`src/rtl/ow_pkg.sv`:
```
package ow_pkg;
  typedef enum logic [2:0] {
    ST_IDLE, ST_PD_WAIT, ST_PD_DRIVE, ST_CMD, ST_READ, ST_SEARCH, ST_MUTE
  } ow_state_e;

  typedef enum logic [1:0] {OP_READ, OP_SEARCH, OP_NONE} ow_op_e;

  localparam logic [7:0] OP_CODE_READ   = 8'h33;
  localparam logic [7:0] OP_CODE_SEARCH = 8'hF0;
endpackage

```
`src/rtl/ow_line_timer.sv`:
```
module ow_line_timer #(
  parameter int RST_MIN_US = 480,
  parameter int TW         = 8
) (
  input  logic          clk_i,
  input  logic          rst_ni,
  input  logic          us_tick_i,
  input  logic          line_i,
  input  logic          clr_i,
  output logic          fall_o,
  output logic          bus_rst_o,
  output logic [TW-1:0] tim_o
);
  localparam int LW = $clog2(RST_MIN_US + 1);

  logic          line_q;
  logic [LW-1:0] low_q;
  logic [TW-1:0] tim_q;

  assign fall_o    = line_q & ~line_i;
  assign bus_rst_o = ~line_q & line_i & (low_q >= LW'(RST_MIN_US));
  assign tim_o     = tim_q;

  always_ff @(posedge clk_i or negedge rst_ni) begin
    if (!rst_ni) begin
      line_q <= 1'b1;
      low_q  <= '0;
      tim_q  <= '0;
    end else begin
      line_q <= line_i;
      // low length, saturates at the reset threshold
      if (fall_o) low_q <= '0;
      else if (!line_q && us_tick_i && low_q < LW'(RST_MIN_US)) low_q <= low_q + 1'b1;
      // phase timer: microseconds since last fall or explicit clear
      if (fall_o || clr_i) tim_q <= '0;
      else if (us_tick_i && tim_q != '1) tim_q <= tim_q + 1'b1;
    end
  end
endmodule

```
`src/rtl/ow_cmd_decode.sv`:
```
module ow_cmd_decode
  import ow_pkg::*;
(
  input  logic [7:0] byte_i,
  output ow_op_e     op_o
);
  always_comb begin
    case (byte_i)
      OP_CODE_READ:   op_o = OP_READ;
      OP_CODE_SEARCH: op_o = OP_SEARCH;
      default:        op_o = OP_NONE;
    endcase
  end
endmodule

```
`src/rtl/ow_rom_responder.sv`:
```
module ow_rom_responder
  import ow_pkg::*;
#(
  parameter int ID_BITS    = 64,
  parameter int RST_MIN_US = 480,
  parameter int PD_WAIT_US = 30,
  parameter int PD_LEN_US  = 120,
  parameter int SLOT_US    = 30
) (
  input  logic               clk_i,
  input  logic               rst_ni,
  input  logic               us_tick_i,
  input  logic               line_i,
  input  logic [ID_BITS-1:0] rom_code_i,
  output logic               pull_o
);
  localparam int BW = $clog2(ID_BITS);
  localparam int TW = $clog2(PD_WAIT_US + PD_LEN_US + SLOT_US + 2);
  localparam logic [BW-1:0] LAST_BIT = BW'(ID_BITS - 1);

  ow_state_e     st_q;
  logic          pull_q, slot_q;
  logic [BW-1:0] bit_q;
  logic [7:0]    cmd_q;
  logic [2:0]    cnt_q;
  logic [1:0]    ph_q;

  logic          fall, rst_det, clr;
  logic [TW-1:0] tim;
  logic [7:0]    cmd_next;
  ow_op_e        op;
  logic          code_bit, wait_hit, len_hit, slot_hit;

  assign wait_hit = us_tick_i && tim == TW'(PD_WAIT_US - 1);
  assign len_hit  = us_tick_i && tim == TW'(PD_LEN_US - 1);
  assign slot_hit = slot_q && us_tick_i && tim == TW'(SLOT_US - 1);
  assign clr      = rst_det || (st_q == ST_PD_WAIT && wait_hit);
  assign cmd_next = {line_i, cmd_q[7:1]};
  assign code_bit = rom_code_i[bit_q];
  assign pull_o   = pull_q;

  ow_line_timer #(.RST_MIN_US(RST_MIN_US), .TW(TW)) u_timer (
    .clk_i, .rst_ni, .us_tick_i, .line_i,
    .clr_i(clr), .fall_o(fall), .bus_rst_o(rst_det), .tim_o(tim)
  );

  ow_cmd_decode u_dec (.byte_i(cmd_next), .op_o(op));

  always_ff @(posedge clk_i or negedge rst_ni) begin
    if (!rst_ni) begin
      st_q   <= ST_IDLE;
      pull_q <= 1'b0;
      slot_q <= 1'b0;
      bit_q  <= '0;
      cmd_q  <= '0;
      cnt_q  <= '0;
      ph_q   <= '0;
    end else if (rst_det) begin
      st_q   <= ST_PD_WAIT;
      pull_q <= 1'b0;
      slot_q <= 1'b0;
      bit_q  <= '0;
      cnt_q  <= '0;
      ph_q   <= '0;
    end else begin
      case (st_q)
        ST_PD_WAIT: if (wait_hit) begin
          st_q   <= ST_PD_DRIVE;
          pull_q <= 1'b1;
        end
        ST_PD_DRIVE: if (len_hit) begin
          st_q   <= ST_CMD;
          pull_q <= 1'b0;
        end
        ST_CMD: begin
          if (fall) slot_q <= 1'b1;
          else if (slot_hit) begin
            slot_q <= 1'b0;
            cmd_q  <= cmd_next;
            cnt_q  <= cnt_q + 1'b1;
            if (cnt_q == 3'd7) begin
              case (op)
                OP_READ:   st_q <= ST_READ;
                OP_SEARCH: st_q <= ST_SEARCH;
                default:   st_q <= ST_MUTE;
              endcase
            end
          end
        end
        ST_READ: begin
          if (fall) begin
            slot_q <= 1'b1;
            pull_q <= ~code_bit;
          end else if (slot_hit) begin
            slot_q <= 1'b0;
            pull_q <= 1'b0;
            bit_q  <= bit_q + 1'b1;
            if (bit_q == LAST_BIT) st_q <= ST_MUTE;
          end
        end
        ST_SEARCH: begin
          if (fall) begin
            slot_q <= 1'b1;
            case (ph_q)
              2'd0:    pull_q <= ~code_bit;
              2'd1:    pull_q <= code_bit;
              default: pull_q <= 1'b0;
            endcase
          end else if (slot_hit) begin
            slot_q <= 1'b0;
            pull_q <= 1'b0;
            if (ph_q == 2'd2) begin
              ph_q <= '0;
              if (line_i != code_bit || bit_q == LAST_BIT) st_q <= ST_MUTE;
              else bit_q <= bit_q + 1'b1;
            end else begin
              ph_q <= ph_q + 1'b1;
            end
          end
        end
        default: ;
      endcase
    end
  end
endmodule

```
`config.mk`:
```
export PLATFORM = sky130hd
export DESIGN_NAME = ow_rom_responder
export DESIGN_NICKNAME = d
export VERILOG_FILES = /design/src/rtl/ow_pkg.sv /design/src/rtl/ow_line_timer.sv /design/src/rtl/ow_cmd_decode.sv /design/src/rtl/ow_rom_responder.sv
export SDC_FILE = /design/constraint.sdc
export NUM_CORES = 1
export LEC_CHECK = 0
export CAP_MARGIN = 10
export CORE_AREA = 2 2 55 109
export DETAILED_ROUTE_END_ITERATION = 8
export DIE_AREA = 0 0 57 111
export GPL_ROUTABILITY_DRIVEN = 0
export PLACE_DENSITY = 0.85
export SYNTH_ARGS = -nofsm -noshare
export SYNTH_HDL_FRONTEND = slang
export SYNTH_HIERARCHICAL = 1
export SYNTH_SLANG_ARGS = --single-unit
```
`constraint.sdc`:
```
create_clock -name clk_i -period 4.8 [get_ports clk_i]
set_input_delay 0.96 -clock clk_i [delete_from_list [all_inputs] [get_ports clk_i]]
set_output_delay 0.96 -clock clk_i [all_outputs]
set_load 0.02 [all_outputs]
```
==> flow_summary.yaml <==
clock_network:
  post_cts_buffers: 0
  cts_buffers: 5
  cts_resized: 0
  cts_buffer_depth: 2
  clock-sinks: 41
  clkTransAtPathRegs_ns: 0.06
  worstSkewPairLatency_ns: 0.28
  holdBufCountCts: 0
  ctsRootBufferMaster: "clkbuf_16"
  cts_tree: "built"
  htreeDepth: 2
routing:
  vias: 2703
  drtAntennaViolNets: 0
  drt_iter0_markers: 144
  routed_wl_um: 7620
  wl_per_cell_um: 18.3
  routed_via_density: 6.48
  drc: 0
  drtPass1Iterations: 5
sta:
  min_period_ns: 3.58
  hold_violations: 0
  finalClockSkew_ns: 0.00789
  setup_ws_ns: 1.22
  worst_pin_slew_ns: 0.994
  relSlewSlack: 0.337
  rsz0062_at_grt: "no"
  setup_viol: 0
  holdWs_ns: 0.504
  drv_slew: 0
  timing.final.crit_share: 0.746
  fmax_mhz: 279
  tns_ns: 0
synth:
  synth_top_area_frac: 0.338
  avgSynthCellArea_um2: 10.1
  ys.flop_type: "dfrtp_1"
  yosysWarnings: 6
  netlist_area_um2: 2960
  synth_largest_area_cell: "dfrtp_1"
  yosys_register_bits: 41
  synthesis.nets: 367
  synth_cells: 293
  synth_edf_count: 0
  synth_seq_area_share: 0.347
  postSynth.asyncResetShare: 1.00
  ys_types: 63
  synthTopCellsByArea: "dfrtp_1, mux4_1, mux4_2, nor2_1, mux2_2"
setup_path:
  cp_slowest_cell: "dfrtp_1"
  critPathMaxStageDelay_ns: 0.99
  crit_type: "flip-flop to flip-flop"
  worst_ep_required_time_ns: 5.01
  crit_arrival_ns: 3.79
  startpoint_type: "flip-flop"
  path_max_fanout: 22
  path_cells: "mux4_1, mux4_2, o21a_1, a221o_1, and3_4, or4_1, a21oi_1"
  endpoint_kind: "flip-flop"
finish:
  antenna_cells: 0
  design_area_um2: 3810
  syn_to_final_growth_pct: 28.8
  final_cells: 417
  drive_gt1_frac: 0.112
  fin_nets: 429
  fin_util: 0.686
place:
  hpwl_um: 5610
  place_area_um2: 3660
  dp.cells: 409
  dp_worst_setup_slack_ns: 1.04
  numPortBuffers: 68
grt:
  grt_max_degree: 42
  antenna_found_initial: 0
  first_global_vias: 2706
  grt_pass1_wl_um: 12800
  grt_remaining_overflow: 0
  grt_usage: 0.250
power_and_ir_drop:
  switching_power_uw: 326
  total_power_mw: 1.05
  swShare: 0.309
  internal-power_uw: 729
  vdd_ir_drop_max_mv: 0.437
  p_per_area_nw_per_um2: 277
  p_seq_frac: 0.409
  combPwrFrac: 0.272
  power_leakage_nw: 1.50
  pwr-share-clk: 0.318
floorplanning:
  die_w_um: 57
  die-area_um2: 6330
  fp.dieH_um: 111
  io_pins: 69
  core_um2: 5560
  start_util: 0.532
  rows: 39
run:
  max-cap-violations: 0
worst_hold_path:
  min_path_type: "flip-flop to flip-flop"
status:
  status: "finished clean"
-- synth_stat cells (all sizes together) (7+ instances only) --
library cell	n
o21ai	12
nor3	7
mux2i	7
clkbuf	10
a21oi	16
inv	8
nand3	16
dfrtp	40
nor2	31
mux4	16
nand4	10
mux2	10
nand2	11
-- sequential cells by signal (all words and copies together), names as in the netlist, 2 cells and up --
signal	count
u_timer/low_q	9
u_timer/tim_o	8
cmd_q	7
bit_q	6
cnt_q	3
st_q	3
ph_q	2
-- layout by cell type (no fill, tap or decap), types with 6 or more instances in the layout --
| cell type | count |
|---|---|
| dfrtp_1 | 40 |
| ha_1 | 6 |
| mux4_2 | 7 |
| a21oi_1 | 16 |
| mux2i_1 | 7 |
| mux4_1 | 9 |
| nand3_1 | 15 |
| o21ai_0 | 12 |
| nand2_1 | 11 |
| xor2_1 | 6 |
| nand4_1 | 10 |
| nor2_1 | 31 |
| nor3_1 | 7 |
| nor2b_1 | 6 |
| clkdlybuf4s50_1 | 67 |
| mux2_2 | 10 |
| inv_1 | 8 |
-- critical path: cells and delay by family (launching register included) --
kind	cells	cell delay (ns)
flip-flops	1	0.99
AND/OR/NAND/NOR	2	0.68
multiplexers	2	1.14
AO/OA/AOI/OAI	3	0.68
-- power groups by stage --
| stage | clock network (mW) | registers, mW | logic (mW) |
|---|---|---|---|
| global route | 0.352 | 0.438 | 0.313 |
| finish | 0.336 | 0.432 | 0.287 |
| floorplan | 0 | 0.407 | 0.200 |
| global placement | 0 | 0.431 | 0.265 |
| CTS | 0.337 | 0.429 | 0.284 |
| detailed placement | 0 | 0.433 | 0.278 |
-- routing by layer --
| metal | vias to the layer above | part of all wire | track usage | wire length, µm |
|---|---|---|---|---|
| met3 | 19 | 0.046 | 0.0385 | 348 |
| met5 | - | 0 | 0 | 0 |
| met2 | 93 | 0.54 | 0.425 | 4140 |
| li1 | 1256 | - | - | - |
| met4 | 0 | 0.019 | 0.0775 | 147 |
| met1 | 1335 | 0.39 | 0.320 | 2990 |
-- logic make-up (layout without fill, tap and decap cells) --
logic type      after synthesis  count (layout)  share of synthesized area
simple gates                118             118                      0.229
xor+xnor                     10              10                     0.0296
mux                          33              33                      0.195
compound gates               60              60                      0.137
buf+inv                      25              88                     0.0376
fa+ha+maj                     6               6                     0.0253
flops                        41              41                      0.347
-- final timing paths --
check	slack [ns]	startpoint	cells past startpoint	end
worst max-delay path	1.22	bit_q[0]	7	bit_q[3]
worst min-delay path	0.50	u_timer/low_q[8]	2	u_timer/low_q[8]
worst max register to register	1.22	bit_q[0]	7	bit_q[3]
worst min register to register	0.50	u_timer/low_q[8]	2	u_timer/low_q[8]
max in group asynchronous	3.43	rst_ni	1	u_timer/tim_o[4]
min in group asynchronous	0.81	rst_ni	1	u_timer/low_q[8]
-- final cells by class --
cell class | instances | area, µm²
Sequential cell | 41 | 1030
Inverter | 9 | 33.8
Tap cell | 61 | 76.3
Clock buffer | 7 | 143
Timing Repair Buffer | 71 | 698
Fill cell | 425 | 1750
Clock inverter | 1 | 7.51
Multi-Input combinational cell | 227 | 1830
(Power assumes the default switching activity.)
